===== src/rtl/out_stage_buf.sv =====
module out_stage_buf #(
  parameter int W = 8
) (
  input  logic         clk,
  input  logic         rst,
  input  logic         flush,
  input  logic         mode_req,
  input  logic         wr_valid,
  input  logic [W-1:0] wr_data,
  output logic         wr_ready,
  input  logic         bus_ack,
  output logic         bus_valid,
  output logic [W-1:0] bus_data,
  output logic         latch_full,
  output logic         hold_full,
  output logic         mode_sync,
  output logic [7:0]   status
);
  localparam int LATCH_BIT = 5;
  localparam int HOLD_BIT  = 6;

  logic [W-1:0] latch_q, hold_q;
  logic bus_fire, hold_load, latch_take, wr_fire;

  assign bus_valid  = mode_sync ? hold_full : latch_full;
  assign bus_data   = mode_sync ? hold_q : latch_q;
  assign bus_fire   = bus_valid & bus_ack;
  assign hold_load  = mode_sync & latch_full & (~hold_full | bus_fire);
  assign latch_take = mode_sync ? hold_load : (latch_full & bus_ack);
  assign wr_ready   = ~flush & (~latch_full | latch_take);
  assign wr_fire    = wr_valid & wr_ready;

  always_comb begin
    status = 8'h00;
    status[LATCH_BIT] = latch_full;
    status[HOLD_BIT]  = hold_full;
  end

  always_ff @(posedge clk) begin
    if (rst || flush) begin
      latch_full <= 1'b0;
    end else if (wr_fire) begin
      latch_full <= 1'b1;
    end else if (latch_take) begin
      latch_full <= 1'b0;
    end
  end

  always_ff @(posedge clk) begin
    if (wr_fire) latch_q <= wr_data;
    if (hold_load) hold_q <= latch_q;
  end

  always_ff @(posedge clk) begin
    if (rst || flush) begin
      hold_full <= 1'b0;
    end else if (hold_load) begin
      hold_full <= 1'b1;
    end else if (mode_sync && bus_fire) begin
      hold_full <= 1'b0;
    end
  end

  always_ff @(posedge clk) begin
    if (rst) begin
      mode_sync <= 1'b0;
    end else if (!latch_full && !hold_full) begin
      mode_sync <= mode_req;
    end
  end
endmodule


===== config.mk =====
export PLATFORM = sky130hd
export DESIGN_NAME = out_stage_buf
export DESIGN_NICKNAME = d
export VERILOG_FILES = /design/src/rtl/out_stage_buf.sv
export SDC_FILE = /design/constraint.sdc
export NUM_CORES = 1
export LEC_CHECK = 0
export ABC_AREA = 1
export BUFFER_PORTS_ARGS = -buffer_cell sky130_fd_sc_hd__buf_2
export CAP_MARGIN = 10
export CORE_MARGIN = 4
export CORE_UTILIZATION = 49
export DETAILED_ROUTE_END_ITERATION = 16
export MAX_ROUTING_LAYER = met4
export PLACE_DENSITY = 0.8
export SLEW_MARGIN = 5
export SYNTH_ARGS = -nofsm -noshare
export SYNTH_HDL_FRONTEND = slang
export SYNTH_SLANG_ARGS = --single-unit

===== constraint.sdc =====
create_clock -name clk -period 4.3 [get_ports clk]
set_clock_uncertainty 0.2 [all_clocks]
set_input_delay 0.43 -clock clk [delete_from_list [all_inputs] [get_ports clk]]
set_output_delay 0.43 -clock clk [all_outputs]
set_load 0.02 [all_outputs]

Word-level counts from Yosys, hierarchy flattened
Index checks and enable logic that the tools add are counted.
Widths: inputs -> output; s select.
{"block": "totals", "register_bits": 19, "word_cells": 30, "out_inout_bits": 21, "inputBits": 14}
{"block": "classes", "n_reduce_logical": 7, "bitwise": 11, "muxes": 7}
{"operator": "$mux 8", "count": 1}
{"operator": "$and 1x1->1", "count": 6}
{"operator": "$mux 1", "count": 6}
{"operator": "$reduce_bool 2->1", "count": 2}
{"operator": "$not 1->1", "count": 3}
{"operator": "$logic_and 1x1->1", "count": 2}
{"operator": "$logic_not 1->1", "count": 2}
{"operator": "$or 1x1->1", "count": 2}
{"operator": "$logic_or 1x1->1", "count": 1}

Logic depth before layout (Yosys ltp)
Gate-level depths: netlist (run 1).
{"block": "depth", "word_depth": 9, "mapped_depth": 5, "ltp_nobuf": 5}

Worst setup path before layout (run 1)
OpenSTA, ideal clock, no wires.
{"block": "synth_path", "kind": "reg2reg", "start": "reg mode_sync", "end": "reg latch_q[0], enable pin", "setup_slack_ns": 2.607, "setup_ns": 0.370, "t_required_ns": 3.730, "path_stages_with_launch": 5, "n_path_buf": 0, "t_arrival_ns": 1.123, "cell_sequence": "dfxtp_1 -> nand2_2 -> nand2_2 -> nand2_1 -> nor2_1"}
{"block": "synth_via", "elab_chain_len": 8}
{"element": "start: declaration", "line": "16", "rtl": "output logic mode_sync,"}
{"element": "start signal: assignment", "line": "68", "rtl": "mode_sync <= mode_req;"}
{"element": "$mux 1", "line": "25", "rtl": "assign bus_valid = mode_sync ? hold_full : latch_full;"}
{"element": "$and 1x1->1", "line": "27", "rtl": "assign bus_fire = bus_valid & bus_ack;"}
{"element": "$or 1x1->1", "line": "28", "rtl": "assign hold_load = mode_sync & latch_full & (~hold_full | bus_fire);"}
{"element": "$and 1x1->1", "line": "28"}
{"element": "$mux 1 (*)", "line": "29", "rtl": "assign latch_take = mode_sync ? hold_load : (latch_full & bus_ack);"}
{"element": "$or 1x1->1 (*)", "line": "30", "rtl": "assign wr_ready = ~flush & (~latch_full | latch_take);"}
{"element": "$and 1x1->1 (*)", "line": "30"}
{"element": "$and 1x1->1 (*)", "line": "31", "rtl": "assign wr_fire = wr_valid & wr_ready;"}
{"element": "via wr_fire", "line": "23", "rtl": "logic bus_fire, hold_load, latch_take, wr_fire;"}
{"element": "end signal: assignment", "line": "50", "rtl": "if (wr_fire) latch_q <= wr_data;"}
{"element": "end: declaration", "line": "22", "rtl": "logic [W-1:0] latch_q, hold_q;"}
Mark *: on every way through the listed nets, which the timed path passes. The rest lies on a longest branch.
A chain may end at the register's enable or synchronous reset.

Final worst setup path (run 1)
{"block": "layout_path", "start": "reg mode_sync", "end": "out wr_ready"}
{"block": "layout_via", "elab_chain_len": 7}
{"element": "$mux 1", "line": "25"}
{"element": "$and 1x1->1", "line": "27"}
{"element": "$or 1x1->1", "line": "28"}
{"element": "$and 1x1->1", "line": "28"}
{"element": "$mux 1 (*)", "line": "29"}
{"element": "$or 1x1->1 (*)", "line": "30"}
{"element": "$and 1x1->1 (*)", "line": "30"}
{"element": "end: declaration", "line": "10", "rtl": "output logic wr_ready,"}
Every way passes the cells marked *; elsewhere a longest branch is shown, timed or not.

==> results.rst, run 1 <==
.. list-table::
   :header-rows: 1

   * - Metric
     - Value
   * - GR Util met3
     - 3.976%
   * - Cell area reported after detailed placement
     - 940.9 µm²
   * - Required time at the worst-slack endpoint
     - 3.67 ns
   * - P per Cell Area
     - 355.1 mW/mm²
   * - Power Internal
     - 0.2551 mW
   * - Kind of path behind the tightest hold check
     - primary input to flop
   * - Detailed placement HPWL
     - 1.117 mm
   * - Distinct cell type count after synthesis
     - 16
   * - Area of all placed cells without fillers
     - 968.4 µm²
   * - Number of buffer cells added on primary ports
     - 28
   * - Number of instances in the synthesized netlist
     - 79
   * - Startpoint type of the worst setup path
     - flop
   * - Core area
     - 0.001559 mm²
   * - Switching power summed over all nets
     - 0.08873 mW
   * - Final clock period utilization by the worst path
     - 47.50%
   * - Part of the power in the clock network
     - 25.3%
   * - Post-Place Setup Slack
     - 2.371 ns
   * - Synthesis Warnings
     - 0
   * - Number of antenna violations at the first check in global routing
     - 0
   * - Met1 Usage GRT
     - 15.98%
   * - Combined area of all synthesized cells
     - 833.3 µm²
   * - Post-synthesis sequential area ratio
     - 64.86%
   * - Final RePlAce weighted congestion
     - 0.6814
   * - Leakage power
     - 0.4690 nW
   * - CTS H-tree depth
     - 1
   * - CTS tree
     - yes
   * - Residual DRC count
     - 0
   * - Clock tree root driver cell
     - sky130_fd_sc_hd__clkbuf_4
   * - Effective utilization at floorplan
     - 53.45%
   * - Overall global routing resource usage
     - 13.28%
   * - RSZ-0062 raised after global routing
     - false
   * - Via-to-Cell Ratio
     - 4.602
   * - Portion of total power attributed to sequential cells
     - 61.2%
   * - Sw frac
     - 25.80%
   * - Avg WL per Cell
     - 11.20 µm
   * - Number of global-route vias before repair
     - 539
   * - Final min period
     - 2.042 ns
   * - Initial DRT Pass Iterations
     - 4
   * - Wire length of the first global-routing pass
     - 2.366 mm
   * - Post-route insts no fill
     - 123
   * - Width of the die
     - 49.24 µm
   * - Largest net degree at the start of global routing
     - 15
   * - Final Worst Setup Slack
     - 2.258 ns
   * - Max frequency
     - 489.6 MHz
   * - Peak supply drop
     - 0.2001 mV
   * - Die Footprint
     - 0.002425 mm²
   * - GR Overflow Total
     - 0
   * - Clock input transition at the sequential cells of the worst setup and hold paths
     - 0.10 ns
   * - Max-slew violation total from the final report
     - 0
   * - Avg Inst Size Synth
     - 10.55 µm²
   * - Total of max-cap violations
     - 0
   * - Number of gates given a new drive strength after cts
     - 0
   * - Layout overhead on the synthesized area
     - 16.22%
   * - Total routed wirelength
     - 1.377 mm
   * - Die height
     - 49.24 µm
   * - Clock network latency to the later pin of the worst-skew pair
     - 0.29 ns
   * - Number of hold buffers added after cts
     - 0
   * - Total of endpoints with negative setup slack in the final report
     - 0
   * - Part of the power in combinational logic
     - 13.5%
   * - Total number of nets in the final design
     - 122
   * - Fraction of layout instances using a drive strength above 1
     - 36.45%
   * - Max-slew headroom
     - 50.37%
   * - GRT Max-Usage Layer
     - met2
   * - Number of top-level pins
     - 35
   * - Initial detailed-routing violation count
     - 9
   * - Count of nets left with antenna violations after detail routing
     - 0
   * - Total number of vias
     - 566
   * - Post-CTS setup buffer count
     - 0
   * - Post-synthesis register bit count
     - 19
   * - Met2 routing resource usage after global routing
     - 20.54%
   * - Status
     - finished, final reports clean
   * - Hold violation total from the final report
     - 0
   * - Num CTS Buffers
     - 3
   * - Longest Clk Path Bufs
     - 2
   * - Final TNS setup
     - 0 ns
   * - Transition time at the pin with the least slew margin
     - 0.7444 ns
   * - Site row count
     - 14
   * - Critical path peak fanout
     - 14
   * - Total placed cells including tap cells
     - 119
   * - Endpoint arrival time on the critical path
     - 1.41 ns
   * - Num Clock Sinks
     - 19
   * - Crit Path Class
     - flop to output pin
   * - Diode count
     - 0
   * - Critical Path End Type
     - output pin
-- cells by family (layout without fill, tap and decap cells) --
| logic type | after synthesis | after routing | synth area share (%) |
|---|---|---|---|
| AOI/OAI and AO/OA | 5 | 5 | 4.655 |
| and+or+nand+nor | 36 | 36 | 17.42 |
| buffers and inverters | 18 | 41 | 12.61 |
| DFF | 19 | 19 | 64.87 |
| other | 1 | 6 | 0.4500 |
-- worst max-delay path: stages (launching register included) --
cell and delay, ns:
sky130_fd_sc_hd__dfxtp_1 0.63, sky130_fd_sc_hd__nand2_2 0.12, sky130_fd_sc_hd__nand2_2 0.11, sky130_fd_sc_hd__nand2_1 0.07, sky130_fd_sc_hd__inv_1 0.05, sky130_fd_sc_hd__buf_2 0.15
-- sequential cells by signal (all words and copies together), names as in the netlist --
register    count
latch_q         8
hold_full       1
latch_full      1
hold_q          8
mode_sync       1
-- final timing paths --
check / end / slack (ns) / cells past startpoint / startpoint
worst min-delay path: latch_q[1] / 0.11 / 1 / wr_data[1]
worst min register to register: hold_q[3] / 0.26 / 0 / latch_q[3]
worst max register to register: hold_q[6] / 2.37 / 2 / mode_sync
worst max-delay path: wr_ready / 2.26 / 5 / mode_sync
-- power by group through the flow --
| stage | Combinational [mW] | Clock, mW | Sequential [mW] |
|---|---|---|---|
| after floorplan | 0.0355 | 0 | 0.214 |
| after global placement | 0.0457 | 0 | 0.214 |
| after detailed placement | 0.0467 | 0 | 0.215 |
| after CTS | 0.0468 | 0.0881 | 0.210 |
| after global routing | 0.0512 | 0.100 | 0.211 |
| final | 0.0464 | 0.0871 | 0.210 |
-- placed cells by master, fill, tap and decap left out --
cell and instances:
sky130_fd_sc_hd__o21ai_2 1, sky130_fd_sc_hd__buf_2 28, sky130_fd_sc_hd__nand2_2 2, sky130_fd_sc_hd__nand2_1 29, sky130_fd_sc_hd__edfxtp_1 16, sky130_fd_sc_hd__a21oi_1 1, sky130_fd_sc_hd__dfxtp_1 3, sky130_fd_sc_hd__inv_2 1
sky130_fd_sc_hd__nand3_1 2, sky130_fd_sc_hd__o21a_1 1, sky130_fd_sc_hd__clkbuf_4 3, sky130_fd_sc_hd__nor2_2 1, sky130_fd_sc_hd__conb_1 6, sky130_fd_sc_hd__clkinv_2 1, sky130_fd_sc_hd__inv_1 8, sky130_fd_sc_hd__nor2_1 2
sky130_fd_sc_hd__a21oi_2 2
-- layout make-up --
class | instances | area (µm²)
Clock buffer | 3 | 22.52
Clock inverter | 1 | 5.005
Fill cell | 126 | 590.6
Inverter | 9 | 33.78
Multi-Input combinational cell | 47 | 206.4
Sequential cell | 19 | 540.5
Tap cell | 16 | 20.02
Timing Repair Buffer | 28 | 140.1
-- per-layer routing --
metal  wire [µm]  vias up
li1            -      294
met1         572      243
met2         666       27
met3         125        2
met4          13        0
met5           0        -
-- metrics by stage --
stage / total power [mW] / hold WS, ns / utilization (%)
4_1_cts: 0.3453 / 0.1051 / 62.12
6_report: 0.3438 / 0.1086 / 62.12
3_5_place_dp: 0.2613 / 0.2357 / 60.35
2_1_floorplan: 0.2491 / 0.2268 / -
3_3_place_gp: 0.2600 / 0.2313 / 60.35
5_1_grt: 0.3628 / 0.08721 / 62.12
-- Yosys cell counts --
| library cell | count | area (µm²) |
|---|---|---|
| sky130_fd_sc_hd__nand3_1 | 2 | 10.01 |
| sky130_fd_sc_hd__nand2_2 | 2 | 12.51 |
| sky130_fd_sc_hd__o21ai_2 | 1 | 8.760 |
| sky130_fd_sc_hd__o21a_1 | 1 | 7.510 |
| sky130_fd_sc_hd__buf_4 | 8 | 60.06 |
| sky130_fd_sc_hd__inv_2 | 1 | 3.750 |
| sky130_fd_sc_hd__buf_6 | 1 | 11.26 |
| sky130_fd_sc_hd__dfxtp_1 | 3 | 60.06 |
| sky130_fd_sc_hd__nor2_2 | 1 | 6.260 |
| sky130_fd_sc_hd__inv_1 | 8 | 30.03 |
| sky130_fd_sc_hd__a21oi_2 | 2 | 17.52 |
| sky130_fd_sc_hd__conb_1 | 1 | 3.750 |
| sky130_fd_sc_hd__nor2_1 | 2 | 7.510 |
| sky130_fd_sc_hd__nand2_1 | 29 | 108.9 |
| sky130_fd_sc_hd__a21oi_1 | 1 | 5.000 |
| sky130_fd_sc_hd__edfxtp_1 | 16 | 480.5 |
Note: power is estimated with default switching activity, not from simulation.
==> run 2: changes to the inputs <==
- CORE_UTILIZATION: 49 -> 41
- PLACE_DENSITY: 0.8 -> 0.71
- clock period: 4.3 -> 1.85 ns (I/O delays scaled with it)
==> run 2 against run 1 <==
Combinational power grew to 3.0 times the previous value. Sequential power is 130% higher. Clock power increased by 130%.
==> results.rst, run 2 (synthesis results as in run 1) <==
.. list-table::
   :header-rows: 1

   * - Metric
     - Value
   * - Status
     - finished, final reports clean
   * - Clock input transition at the sequential cells of the worst setup and hold paths
     - 0.10 ns
   * - Part of the power in combinational logic
     - 16.6%
   * - Site row count
     - 16
   * - Core area
     - 0.001942 mm²
   * - Critical path peak fanout
     - 9
   * - Total of endpoints with negative setup slack in the final report
     - 0
   * - Final clock period utilization by the worst path
     - 91.40%
   * - Fraction of layout instances using a drive strength above 1
     - 34.15%
   * - Overall global routing resource usage
     - 12.92%
   * - Effective utilization at floorplan
     - 42.91%
   * - Cell depth of the worst flop-to-flop path
     - 5
   * - Area of all placed cells without fillers
     - 0.001135 mm²
   * - Number of antenna violations at the first check in global routing
     - 0
   * - Sw frac
     - 25.57%
   * - Clock network latency to the later pin of the worst-skew pair
     - 0.29 ns
   * - Met2 routed WL
     - 767 µm
   * - P per Cell Area
     - 727.5 mW/mm²
   * - Commonest non-fill, non-tap cells in the layout
     - sky130_fd_sc_hd__nand2_1 (29), sky130_fd_sc_hd__buf_2 (28), sky130_fd_sc_hd__edfxtp_1 (16)
   * - Wire length of the first global-routing pass
     - 2.553 mm
   * - Num CTS Buffers
     - 3
   * - Hold violation total from the final report
     - 0
   * - Max layer used
     - met4
   * - Total number of nets in the final design
     - 138
   * - Number of buffer cells added on primary ports
     - 28
   * - Max frequency
     - 591.4 MHz
   * - Total of max-cap violations
     - 0
   * - Final RePlAce weighted congestion
     - 0.7075
   * - Layout overhead on the synthesized area
     - 36.19%
   * - Most common cell after layout, fill and taps aside
     - sky130_fd_sc_hd__nand2_1
   * - Via-to-Cell Ratio
     - 4.120
   * - Crit Path Class
     - flop to output pin
   * - Total number of vias
     - 618
   * - Longest Clk Path Bufs
     - 2
   * - Initial detailed-routing violation count
     - 17
   * - Clock tree root driver cell
     - sky130_fd_sc_hd__clkbuf_4
   * - Startpoint type of the worst setup path
     - flop
   * - Met1 routed wirelength after detailed routing
     - 658 µm
   * - Count of nets left with antenna violations after detail routing
     - 0
   * - Power Internal
     - 0.6145 mW
   * - Number of gates given a new drive strength after cts
     - 0
   * - Final min period
     - 1.691 ns
   * - Diode count
     - 0
   * - Largest registers
     - hold_q x8, latch_q x8
   * - Detailed placement HPWL
     - 1.110 mm
   * - Kind of path behind the tightest hold check
     - primary input to flop
   * - Total routed wirelength
     - 1.570 mm
   * - Residual DRC count
     - 0
   * - Cell area reported after detailed placement
     - 977.2 µm²
   * - Critical Path End Type
     - output pin
   * - CTS tree
     - yes
   * - Initial DRT Pass Iterations
     - 4
   * - Number of top-level pins
     - 35
   * - Peak supply drop
     - 0.4390 mV
   * - Met3 Routed Length
     - 126 µm
   * - RSZ-0062 raised after global routing
     - false
   * - Number of hold buffers added after cts
     - 13
   * - Die height
     - 53.08 µm
   * - Avg WL per Cell
     - 10.47 µm
   * - Width of the die
     - 53.08 µm
   * - Max-slew violation total from the final report
     - 0
   * - Portion of total power attributed to sequential cells
     - 58.9%
   * - Die Footprint
     - 0.002817 mm²
   * - Switching power summed over all nets
     - 0.2111 mW
   * - Required time at the worst-slack endpoint
     - 1.46 ns
   * - Number of instances on the worst hold path
     - 6
   * - CTS H-tree depth
     - 1
   * - Final TNS setup
     - 0 ns
   * - GR Overflow Total
     - 0
   * - Leakage power
     - 0.5426 nW
   * - Endpoint arrival time on the critical path
     - 1.31 ns
   * - Number of global-route vias before repair
     - 576
   * - Part of the power in the clock network
     - 24.5%
   * - Largest net degree at the start of global routing
     - 12
   * - Num Clock Sinks
     - 19
   * - Post-CTS setup buffer count
     - 0
==> run 2: cell count changes in the layout (fill, tap and decap cells not counted), sizes merged <==
| cell | change |
|---|---|
| buf | +3 |
| dlygate4sd3 | +13 |
==> run 2: path summary, 6_finish.rpt <==
| kind | from | end | slack, ns |
|---|---|---|---|
| setup / recovery | mode_sync | bus_data[5] | 0.16 |
| setup reg to reg | latch_full | latch_full | 0.25 |
| hold / removal | bus_ack | hold_full | 0.07 |
| hold reg to reg | latch_q[7] | hold_q[7] | 0.27 |
==> run 2: power by group through the flow <==
| stage | Combinational, mW | Sequential (mW) | Clock [mW] |
|---|---|---|---|
| final | 0.137 | 0.486 | 0.203 |
| after global routing | 0.153 | 0.488 | 0.219 |
| after CTS | 0.137 | 0.486 | 0.210 |
| after detailed placement | 0.116 | 0.496 | 0 |
| after global placement | 0.115 | 0.494 | 0 |
| after floorplan | 0.0824 | 0.497 | 0 |
==> run 2: critical path, stage by stage, from the launching register on <==
cell                      delay, ns
sky130_fd_sc_hd__dfxtp_1       0.44
sky130_fd_sc_hd__buf_4         0.20
sky130_fd_sc_hd__inv_2         0.09
sky130_fd_sc_hd__nand2_1       0.06
sky130_fd_sc_hd__nand2_1       0.06
sky130_fd_sc_hd__buf_2         0.16
==> run 2: routing by layer <==
layer	global-route usage (%)	vias to the layer above
met5	-	-
met4	5.106	0
met3	1.690	2
met2	21.69	28
met1	15.74	264
li1	-	324
==> run 2: metrics by stage <==
stage / hold slack (ns) / std cells / total power [mW] / utilization, % / setup WS, ns
floorplan: 0.04744 / 84 / 0.5789 / - / 0.1566
detailed placement: 0.1631 / 133 / 0.6116 / 50.32 / 0.3866
global route: 0.1060 / 150 / 0.8597 / 58.44 / 0.02789
global placement: 0.1621 / 133 / 0.6089 / 50.32 / 0.4617
finish: 0.06976 / 150 / 0.8256 / 58.44 / 0.1591
CTS: 0.06898 / 150 / 0.8327 / 58.44 / 0.1527
==> run 2: layout make-up <==
type                    instances  area, µm²
clock buffers                   3      22.52
flip-flops and latches         19      540.5
well taps                      27      33.78
multi-input cells              47      206.4
clock inverters                 1      5.005
inverters                       9      33.78
fillers                       168      807.0
repair buffers                 44      292.8
